<file path="config.mk">
export PLATFORM = sky130hd
export DESIGN_NAME = cfg_port
export DESIGN_NICKNAME = d
export VERILOG_FILES = /design/src/rtl/cfg_port.sv
export SDC_FILE = /design/constraint.sdc
export NUM_CORES = 1
export LEC_CHECK = 0
export BUFFER_PORTS_ARGS = -buffer_cell sky130_fd_sc_hd__buf_2
export CAP_MARGIN = 20
export CORE_MARGIN = 1
export CORE_UTILIZATION = 60
export CTS_BUF_LIST = sky130_fd_sc_hd__clkbuf_2
export CTS_CLUSTER_SIZE = 24
export DETAILED_ROUTE_END_ITERATION = 10
export GPL_ROUTABILITY_DRIVEN = 0
export GPL_TIMING_DRIVEN = 0
export PLACE_DENSITY = 0.81
export SLEW_MARGIN = 20
export SYNTH_ARGS = -nofsm -noshare
export SYNTH_HDL_FRONTEND = slang
export SYNTH_SLANG_ARGS = --single-unit
export TNS_END_PERCENT = 30
</file>
<file path="constraint.sdc">
create_clock -name clk -period 2 [get_ports clk]
set_input_delay 0.1 -clock clk [delete_from_list [all_inputs] [get_ports clk]]
set_output_delay 0.1 -clock clk [all_outputs]
set_load 0.02 [all_outputs]
</file>
<file path="src/rtl/cfg_port.sv">
module cfg_port #(
  parameter int unsigned INTERVAL_MAX = 10000,
  parameter logic [15:0] INTERVAL_RST = 16'd1,
  parameter logic [7:0]  DEBOUNCE_RST = 8'd50
)(
  input  logic        clk,
  input  logic        rst_n,
  input  logic        host_clk,
  input  logic        host_dat,
  output logic        resp_out,
  output logic        resp_en,
  output logic        wr_stb,
  output logic [31:0] cfg_addr,
  output logic [15:0] cfg_interval,
  output logic [7:0]  cfg_debounce,
  output logic [15:0] cfg_preset
);
  localparam int PW = 72;
  localparam int CW = $clog2(PW);
  localparam logic [7:0] OP_WR = 8'hA0;
  localparam logic [7:0] OP_RD = 8'h05;

  typedef enum logic [2:0] {S_HS0, S_HS1, S_HS2, S_HS3, S_CMD, S_WR, S_RD} st_t;
  st_t state;

  logic [2:0]    hc_q;
  logic [1:0]    hd_q;
  logic [PW-1:0] sh;
  logic [CW-1:0] cnt;

  wire [1:0] line = {hc_q[1], hd_q[1]};
  wire rise = hc_q[1] & ~hc_q[2];
  wire fall = ~hc_q[1] & hc_q[2];
  wire [PW-1:0] sh_in = {sh[PW-2:0], hd_q[1]};
  wire [1:0] hs_want = (state == S_HS1) ? 2'b00 : (state == S_HS3) ? 2'b11 : 2'b01;
  wire [1:0] hs_hold = (state == S_HS2) ? 2'b00 : 2'b01;
  wire ld_ok = (sh_in[39:24] != 16'd0) && (32'(sh_in[39:24]) <= INTERVAL_MAX) &&
               (sh_in[23:16] != 8'd0);

  always_ff @(posedge clk) begin
    if (!rst_n) begin
      hc_q <= '0;
      hd_q <= '0;
    end else begin
      hc_q <= {hc_q[1:0], host_clk};
      hd_q <= {hd_q[0], host_dat};
    end
  end

  always_ff @(posedge clk) begin
    if (!rst_n) begin
      state        <= S_HS0;
      sh           <= '0;
      cnt          <= '0;
      resp_out     <= 1'b0;
      resp_en      <= 1'b0;
      wr_stb       <= 1'b0;
      cfg_addr     <= '0;
      cfg_interval <= INTERVAL_RST;
      cfg_debounce <= DEBOUNCE_RST;
      cfg_preset   <= '0;
    end else begin
      wr_stb <= 1'b0;
      case (state)
        S_HS0: if (line == 2'b01) begin
          state    <= S_HS1;
          resp_out <= 1'b0;
          resp_en  <= 1'b1;
        end
        S_HS1, S_HS2, S_HS3: begin
          if (line == hs_want) begin
            resp_out <= (state != S_HS2);
            cnt      <= '0;
            state    <= (state == S_HS1) ? S_HS2 : (state == S_HS2) ? S_HS3 : S_CMD;
          end else if (line != hs_hold) begin
            state   <= S_HS0;
            resp_en <= 1'b0;
          end
        end
        S_CMD: if (rise) begin
          sh  <= sh_in;
          cnt <= cnt + 1'b1;
          if (cnt == CW'(7)) begin
            cnt <= '0;
            if (sh_in[7:0] == OP_WR) begin
              state   <= S_WR;
              resp_en <= 1'b0;
            end else if (sh_in[7:0] == OP_RD) begin
              state <= S_RD;
              sh    <= {cfg_addr, cfg_interval, cfg_debounce, cfg_preset};
            end else begin
              state   <= S_HS0;
              resp_en <= 1'b0;
            end
          end
        end
        S_WR: if (rise) begin
          sh  <= sh_in;
          cnt <= cnt + 1'b1;
          if (cnt == CW'(PW-1)) begin
            state <= S_HS0;
            if (ld_ok) begin
              wr_stb       <= 1'b1;
              cfg_addr     <= sh_in[71:40];
              cfg_interval <= sh_in[39:24];
              cfg_debounce <= sh_in[23:16];
              cfg_preset   <= sh_in[15:0];
            end
          end
        end
        S_RD: begin
          if (fall) begin
            resp_out <= sh[PW-1];
            sh       <= {sh[PW-2:0], 1'b0};
          end
          if (rise) begin
            cnt <= cnt + 1'b1;
            if (cnt == CW'(PW-1)) begin
              state   <= S_HS0;
              resp_en <= 1'b0;
            end
          end
        end
        default: state <= S_HS0;
      endcase
    end
  end

  AST_STB_PULSE: assert property (@(posedge clk) disable iff (!rst_n)
    wr_stb |=> !wr_stb);
  AST_CFG_ONLY_ON_STB: assert property (@(posedge clk) disable iff (!rst_n)
    ({cfg_addr, cfg_interval, cfg_debounce, cfg_preset} !=
     $past({cfg_addr, cfg_interval, cfg_debounce, cfg_preset})) |-> wr_stb);
  AST_INTERVAL_RANGE: assert property (@(posedge clk) disable iff (!rst_n)
    (cfg_interval != 16'd0) && (32'(cfg_interval) <= INTERVAL_MAX));
  AST_DEBOUNCE_NZ: assert property (@(posedge clk) disable iff (!rst_n)
    cfg_debounce != 8'd0);
  AST_STB_FROM_LOAD: assert property (@(posedge clk) disable iff (!rst_n)
    wr_stb |-> $past(state) == S_WR);
  AST_RD_DRIVES: assert property (@(posedge clk) disable iff (!rst_n)
    (state == S_RD) |-> resp_en);
  AST_RD_STABLE_AT_RISE: assert property (@(posedge clk) disable iff (!rst_n)
    (state == S_RD && rise) |-> $stable(resp_out));
  AST_HS_BREAK: assert property (@(posedge clk) disable iff (!rst_n)
    ((state == S_HS1 || state == S_HS2 || state == S_HS3) && line != hs_want && line != hs_hold)
    |=> (state == S_HS0 && !resp_en));
endmodule

</file>
==> impl_metrics.tcl, run 1 <==
set metrics [dict create \
    syn2layout_area_growth_pct 15.1 \
    yosys-top-cells-area "dfxtp_1 46%, nand2_1 15%, mux2i_1 10%, a31oi_1 5.8%, o21ai_0 5.7%" \
    critPathArrivalTime_ns 2.79 \
    synth_top_family_by_area "simple AND/OR/NAND/NOR gates" \
    synth_cell_types 52 \
    die_x_um 110 \
    viasPerCell 5.88 \
    hold_start "host_dat" \
    synth_top_cell_area_share 0.459 \
    clk_pin_slew_worst_paths_ns 0.22 \
    ys_seq_elements 162 \
    cp_data_required_time_ns 2.67 \
    synth_area_per_cell_um2 8.16 \
    p_leak_nw 3.42 \
    cap_violations 0 \
    skew_ns 0.0429 \
    place_ws_ns -0.315 \
    fin_util 0.709 \
    yosysMostFrequentCell "nand2_1" \
    dieArea_mm2 0.0122 \
    drcViolationCount 0 \
    fin_nets 974 \
    setup_viol 73 \
    track_usage 0.290 \
    n_antenna_cell 0 \
    worstSetupPathType "reg -> reg" \
    synthXorXnorAreaFrac 0.00124 \
    num_io_pins 79 \
    r2r_start "cnt[4]" \
    regToRegEndpoint "sh[43]" \
    grt_pass1_vias 5937 \
    status "finished, violations left" \
    power_density_mw_per_mm2 687 \
    synth_ff_type "dfxtp_1" \
    worstSetupStartpointType "flip-flop" \
    min_path_type "in -> reg" \
    synth_top_cell_by_area "dfxtp_1" \
    htreeDepth 4 \
    syn_nets 870 \
    ys_seq_area_frac 0.459 \
    cts_sinks 162 \
    setup.worst_path.start "cnt[4]" \
    r2r_cells 6 \
    antenna_found_initial 0 \
    netlist_area_mm2 0.00706 \
    synth_enable_flop_cells 0 \
    drive_above_1_share 0.183 \
    synthCells 865 \
    clk_path_buf_depth 2 \
    final-hold-violation-count 0 \
    cts_made_buffers 17 \
    crit_path_end "sh[43]" \
    wl_per_cell_um 16.0 \
    grt_overflow_total 0 \
    synthAdderAreaFrac 0.00177 \
    critPathMaxFanout 10 \
    finalWirelength_mm 18.0 \
    synth_compound_area_frac 0.158 \
    insertion_delay_ns 0.76 \
    setup_ws_ns -0.120 \
    num_vias 6615 \
    ys_warn_count 0 \
    synthMuxAreaShare 0.105 \
    tightest_slew_ns 0.699 \
    drt_iter0_drc 495 \
    max_freq_mhz 472 \
    peakVddDrop_v 0.000845 \
    final_max_slew_viol_count 0 \
    numPortBuffers 77 \
    initial_core_util 0.616 \
    relSlewSlack 0.534 \
    grt_max_degree 17 \
    hpwl_mm 12.0 \
    dr.pass1.iters 5 \
    synth_common_cells "275 x nand2_1, 162 x dfxtp_1, 81 x o21ai_0, 74 x mux2i_1, 65 x a31oi_1" \
    grt_pass1_wl_mm 28.7 \
    cp-end-kind "flip-flop" \
    cts-root-buf "clkbuf_2" \
    drtAntennaViolNets 0 \
    n_fill_cell 917 \
    core-area_mm2 0.0115 \
    cts_tree "built" \
    rsz0062_at_grt "true" \
    period_minus_slack_ns 2.12 \
    rows 39 \
    ys_async_sr_fraction 0 \
    period_share 1.06 \
    reg2reg_slack_ns -0.12 \
    fp.dieH_um 110 \
    violations "setup timing" \
    synth_simple_gate_area_frac 0.219 \
]
==> per-layer routing <==
layer / vias to the layer above / GRT usage / wire [µm]
li1: 3195 / - / -
met2: 259 / 0.459 / 8390
met5: - / 0 / 0
met4: 0 / 0.100 / 333
met1: 3126 / 0.383 / 7960
met3: 35 / 0.0757 / 1330
==> logic make-up (layout without fill, tap and decap cells) <==
logic type / after synthesis / count (layout)
compound gates: 189 / 189
xor+xnor: 1 / 1
fa+ha+maj: 1 / 1
buf+inv: 76 / 192
flops: 162 / 162
mux: 74 / 74
simple gates: 362 / 363
==> per-stage QoR <==
step	hold WS (ns)	setup TNS, ns	power (mW)	instance area (µm²)	std cells
after CTS	0.0550	-0.0170	5.57	8000	1120
final	0.0778	-3.75	5.58	8130	1125
after global routing	0.0377	-11.22	5.79	8130	1125
after global placement	0.310	-25.50	3.86	7620	1085
after floorplan	0.227	0	3.74	7060	865
after detailed placement	0.319	-25.87	3.87	7620	1085
==> what timing repair did <==
action                     in CTS  in global routing
gates cloned                    0                  1
setup buffers                   0                  5
pin swaps                       1                 13
hold endpoints to repair       26                  0
hold buffers                    3                  0
setup endpoints to repair     148                147
gates resized for setup        38                 45
==> critical path: stages (launching register included) <==
cell       delay, ns
dfxtp_4         0.40
or3_4           0.44
a2111oi_4       0.47
and2_4          0.32
buf_8           0.15
nand2_1         0.07
a31oi_1         0.19
==> worst min-delay path by stage <==
stage | endpoint | slack (ns) | depth (start not counted)
2_1_floorplan | hc_q[0] | 0.23 | 1
3_3_place_gp | hd_q[0] | 0.31 | 2
3_5_place_dp | hc_q[0] | 0.32 | 2
4_1_cts | hd_q[0] | 0.06 | 3
5_1_grt | hd_q[0] | 0.04 | 3
6_report | hd_q[0] | 0.08 | 3
==> registers in the layout, summed over array words and instances, names as in the netlist, 2 cells and up <==
| name | count |
|---|---|
| cfg_addr | 32 |
| cfg_debounce | 8 |
| cfg_interval | 16 |
| cfg_preset | 16 |
| cnt | 7 |
| hc_q | 3 |
| hd_q | 2 |
| sh | 72 |
| state | 3 |
==> final cells by class <==
type	instances	area, µm²	share of cell area
buffer	71	452	0.0556
clock buffer	18	90.1	0.0111
clock inverter	14	138	0.0169
inverter	4	15.0	0.00185
multi-input combinational	628	3530	0.435
sequential	162	3260	0.401
tap	143	179	0.0220
timing repair buffer	85	464	0.0571
==> layout by cell type, fill, tap and decap left out, types with 4 or more instances in the layout <==
cell / n
clkbuf_4: 4
nand3b_1: 6
nor3_1: 6
buf_4: 8
dfxtp_1: 156
dfxtp_2: 4
o21ai_0: 80
nand2_2: 6
clkinv_1: 4
clkbuf_2: 23
and2_1: 6
mux2i_1: 74
nor2_1: 20
nand2_1: 269
a21oi_1: 17
clkbuf_1: 34
nand3_1: 11
a31oi_1: 65
inv_1: 4
nand2b_1: 5
buf_6: 18
and3_1: 6
buf_2: 82
==> where the power goes <==
part	internal [mW]	switching [mW]	leakage, nW
clock	0.572	1.17	0.131
combinational	0.202	0.347	1.97
sequential	3.27	0.0201	1.31
Power figures use the tool's default switching activity.
==> inputs of run 2 (changes only) <==
--- a/config.mk
+++ b/config.mk
@@ -8,13 +8,14 @@
 export BUFFER_PORTS_ARGS = -buffer_cell sky130_fd_sc_hd__buf_2
 export CAP_MARGIN = 20
 export CORE_MARGIN = 1
-export CORE_UTILIZATION = 60
-export CTS_BUF_LIST = sky130_fd_sc_hd__clkbuf_2
+export CORE_UTILIZATION = 58
+export CTS_BUF_LIST = sky130_fd_sc_hd__clkbuf_16
 export CTS_CLUSTER_SIZE = 24
 export DETAILED_ROUTE_END_ITERATION = 10
 export GPL_ROUTABILITY_DRIVEN = 0
 export GPL_TIMING_DRIVEN = 0
-export PLACE_DENSITY = 0.81
+export HOLD_SLACK_MARGIN = 0.12
+export PLACE_DENSITY = 0.79
 export SLEW_MARGIN = 20
 export SYNTH_ARGS = -nofsm -noshare
 export SYNTH_HDL_FRONTEND = slang
==> impl_metrics.tcl, run 2 (synthesized netlist as in run 1, its figures left out) <==
set metrics [dict create \
    cp_data_required_time_ns 2.35 \
    status "finished, violations left" \
    finalWirelength_mm 20.1 \
    worstSetupPathType "reg -> reg" \
    dieArea_mm2 0.0126 \
    final_max_slew_viol_count 0 \
    worstHoldEndpoint "sh[37]" \
    p_leak_nw 3.83 \
    wl_per_cell_um 17.7 \
    crit_top_cell "buf_8" \
    rows 39 \
    p_int_mw 5.78 \
    grt_pass1_vias 6047 \
    slowest_delay_ns 0.43 \
    core-area_mm2 0.0117 \
    power_density_mw_per_mm2 843 \
    num_vias 6968 \
    hold_start "rst_n" \
    antenna_found_initial 0 \
    reg_top3 "sh (72), cfg_addr (32)" \
    rsz0062_at_grt "true" \
    fin_nets 985 \
    min_delay_path_depth 4 \
    skew_ns 0.0153 \
    switching_share 0.227 \
    reg2reg_slack_ns -0.08 \
    clk_pin_slew_worst_paths_ns 0.06 \
    setup_ws_ns -0.0787 \
    initial_core_util 0.605 \
    clk_path_buf_depth 2 \
    cts_sinks 162 \
    drtAntennaViolNets 0 \
    cts_made_buffers 17 \
    p_switching_mw 1.69 \
    fin_cells 1136 \
    largest_reg_flops 72 \
    drive_above_1_share 0.206 \
    fin_util 0.760 \
    cts_tree "built" \
    crit_family "simple AND/OR/NAND/NOR gates" \
    numPortBuffers 77 \
    cts-root-buf "clkbuf_16" \
    insertion_delay_ns 0.45 \
    period_minus_slack_ns 2.08 \
    final-hold-violation-count 0 \
    setup_viol 18 \
    worstSetupStartpointType "flip-flop" \
    tightest_slew_ns 0.720 \
    die_x_um 112 \
    place_inst 1085 \
    max_freq_mhz 481 \
    hpwl_mm 12.2 \
    htreeDepth 4 \
    regToRegEndpoint "sh[70]" \
    viasPerCell 6.13 \
    fp.dieH_um 112 \
    track_usage 0.302 \
    grt_overflow_total 0 \
    n_antenna_cell 0 \
    top_register "sh" \
    final_cell_mix "259 x nand2_1, 159 x dfxtp_1, 82 x buf_2" \
    cap_violations 0 \
    drt_iter0_drc 817 \
    layout_commonest_cell "nand2_1" \
    critPathArrivalTime_ns 2.43 \
    r2r_start "cnt[5]" \
    cpMaxStageDelayCell "or3_4" \
    critPathMaxFanout 5 \
    grt_pass1_wl_mm 30.2 \
    relSlewSlack 0.520 \
    dr.pass1.iters 10 \
    min_path_type "in -> reg" \
    peakVddDrop_v 0.000970 \
    drcViolationCount 7 \
    comb_power_share 0.077 \
    critPathBufInv 2 \
    pwr-share-clk 0.484 \
    cp-end-kind "flip-flop" \
    r2r_cells 7 \
    syn2layout_area_growth_pct 25.5 \
    violations "DRC, setup timing" \
    p_seq_frac 0.439 \
    grt_max_degree 17 \
    num_io_pins 79 \
    path_cells "or3_4 > a2111oi_4 > and2_4 > buf_8 > buf_8 > nand2_1 > a31oi_1" \
    period_share 1.04 \
]
run 2: cell types whose count changed in the layout (fill, tap and decap cells not counted), moves of 4 or more:
cell,change
nand2_1,-10
clkbuf_2,-13
nand2_2,+4
clkbuf_16,+22
buf_8,+7
inv_1,+4
bufinv_16,+4
nand2_4,+6
clkbuf_1,-6
run 2: final cells by class:
cell class	count	area, µm²
clock buffers	17	425
flip-flops and latches	162	3250
well taps	143	179
multi-input cells	627	3600
repair buffers	96	638
fillers	827	2800
inverters	4	15.0
plain buffers	72	529
clock inverters	15	223
run 2: worst register-to-register path: cells and delay by family (launching register included):
family                 cells  cell delay [ns]
AOI/OAI and AO/OA          2             0.61
buffers and inverters      2             0.28
DFF                        1             0.35
and+or+nand+nor            3             0.76
run 2: what timing repair did:
action                                  4_1_cts  5_1_grt
setup buffers                                 0       10
resized for setup                            45       75
pin swaps                                     1       45
hold buffers                                  2        0
endpoints found under the setup margin      144      148
cloned                                        1        6
endpoints found under the hold margin         2        0
run 2: power by group through the flow:
stage	clock network (mW)	logic [mW]	registers, mW
floorplan	0	0.382	3.36
global placement	0	0.517	3.35
CTS	3.60	0.537	3.28
global route	3.78	0.605	3.28
detailed placement	0	0.522	3.35
finish	3.62	0.574	3.28
run 2: through the flow:
step	total power [mW]	hold WS (ns)	area [µm²]	worst slack [ns]	setup TNS (ns)
after detailed placement	3.87	0.311	7620	-0.348	-30.93
final	7.47	0.305	8860	-0.0787	-0.371
after global placement	3.86	0.307	7620	-0.283	-25.67
after CTS	7.42	0.258	8440	0.00341	0
after global routing	7.66	0.340	8860	-0.235	-5.46
after floorplan	3.74	0.227	7060	0.166	0
run 2: worst max-delay path by stage:
stage	startpoint	depth (start not counted)	end
floorplan	cnt[0]	8	sh[25]
global placement	cnt[0]	8	sh[62]
detailed placement	state[1]	8	sh[27]
CTS	state[1]	7	sh[62]
global route	cnt[5]	7	sh[70]
finish	cnt[5]	7	sh[70]
run 2: metal layers:
| layer | vias up | track usage | wire length [µm] |
|---|---|---|---|
| met2 | 383 | 0.483 | 9530 |
| met5 | - | 0 | 0 |
| li1 | 3226 | - | - |
| met4 | 0 | 0.113 | 524 |
| met1 | 3309 | 0.390 | 8350 |
| met3 | 50 | 0.0842 | 1700 |
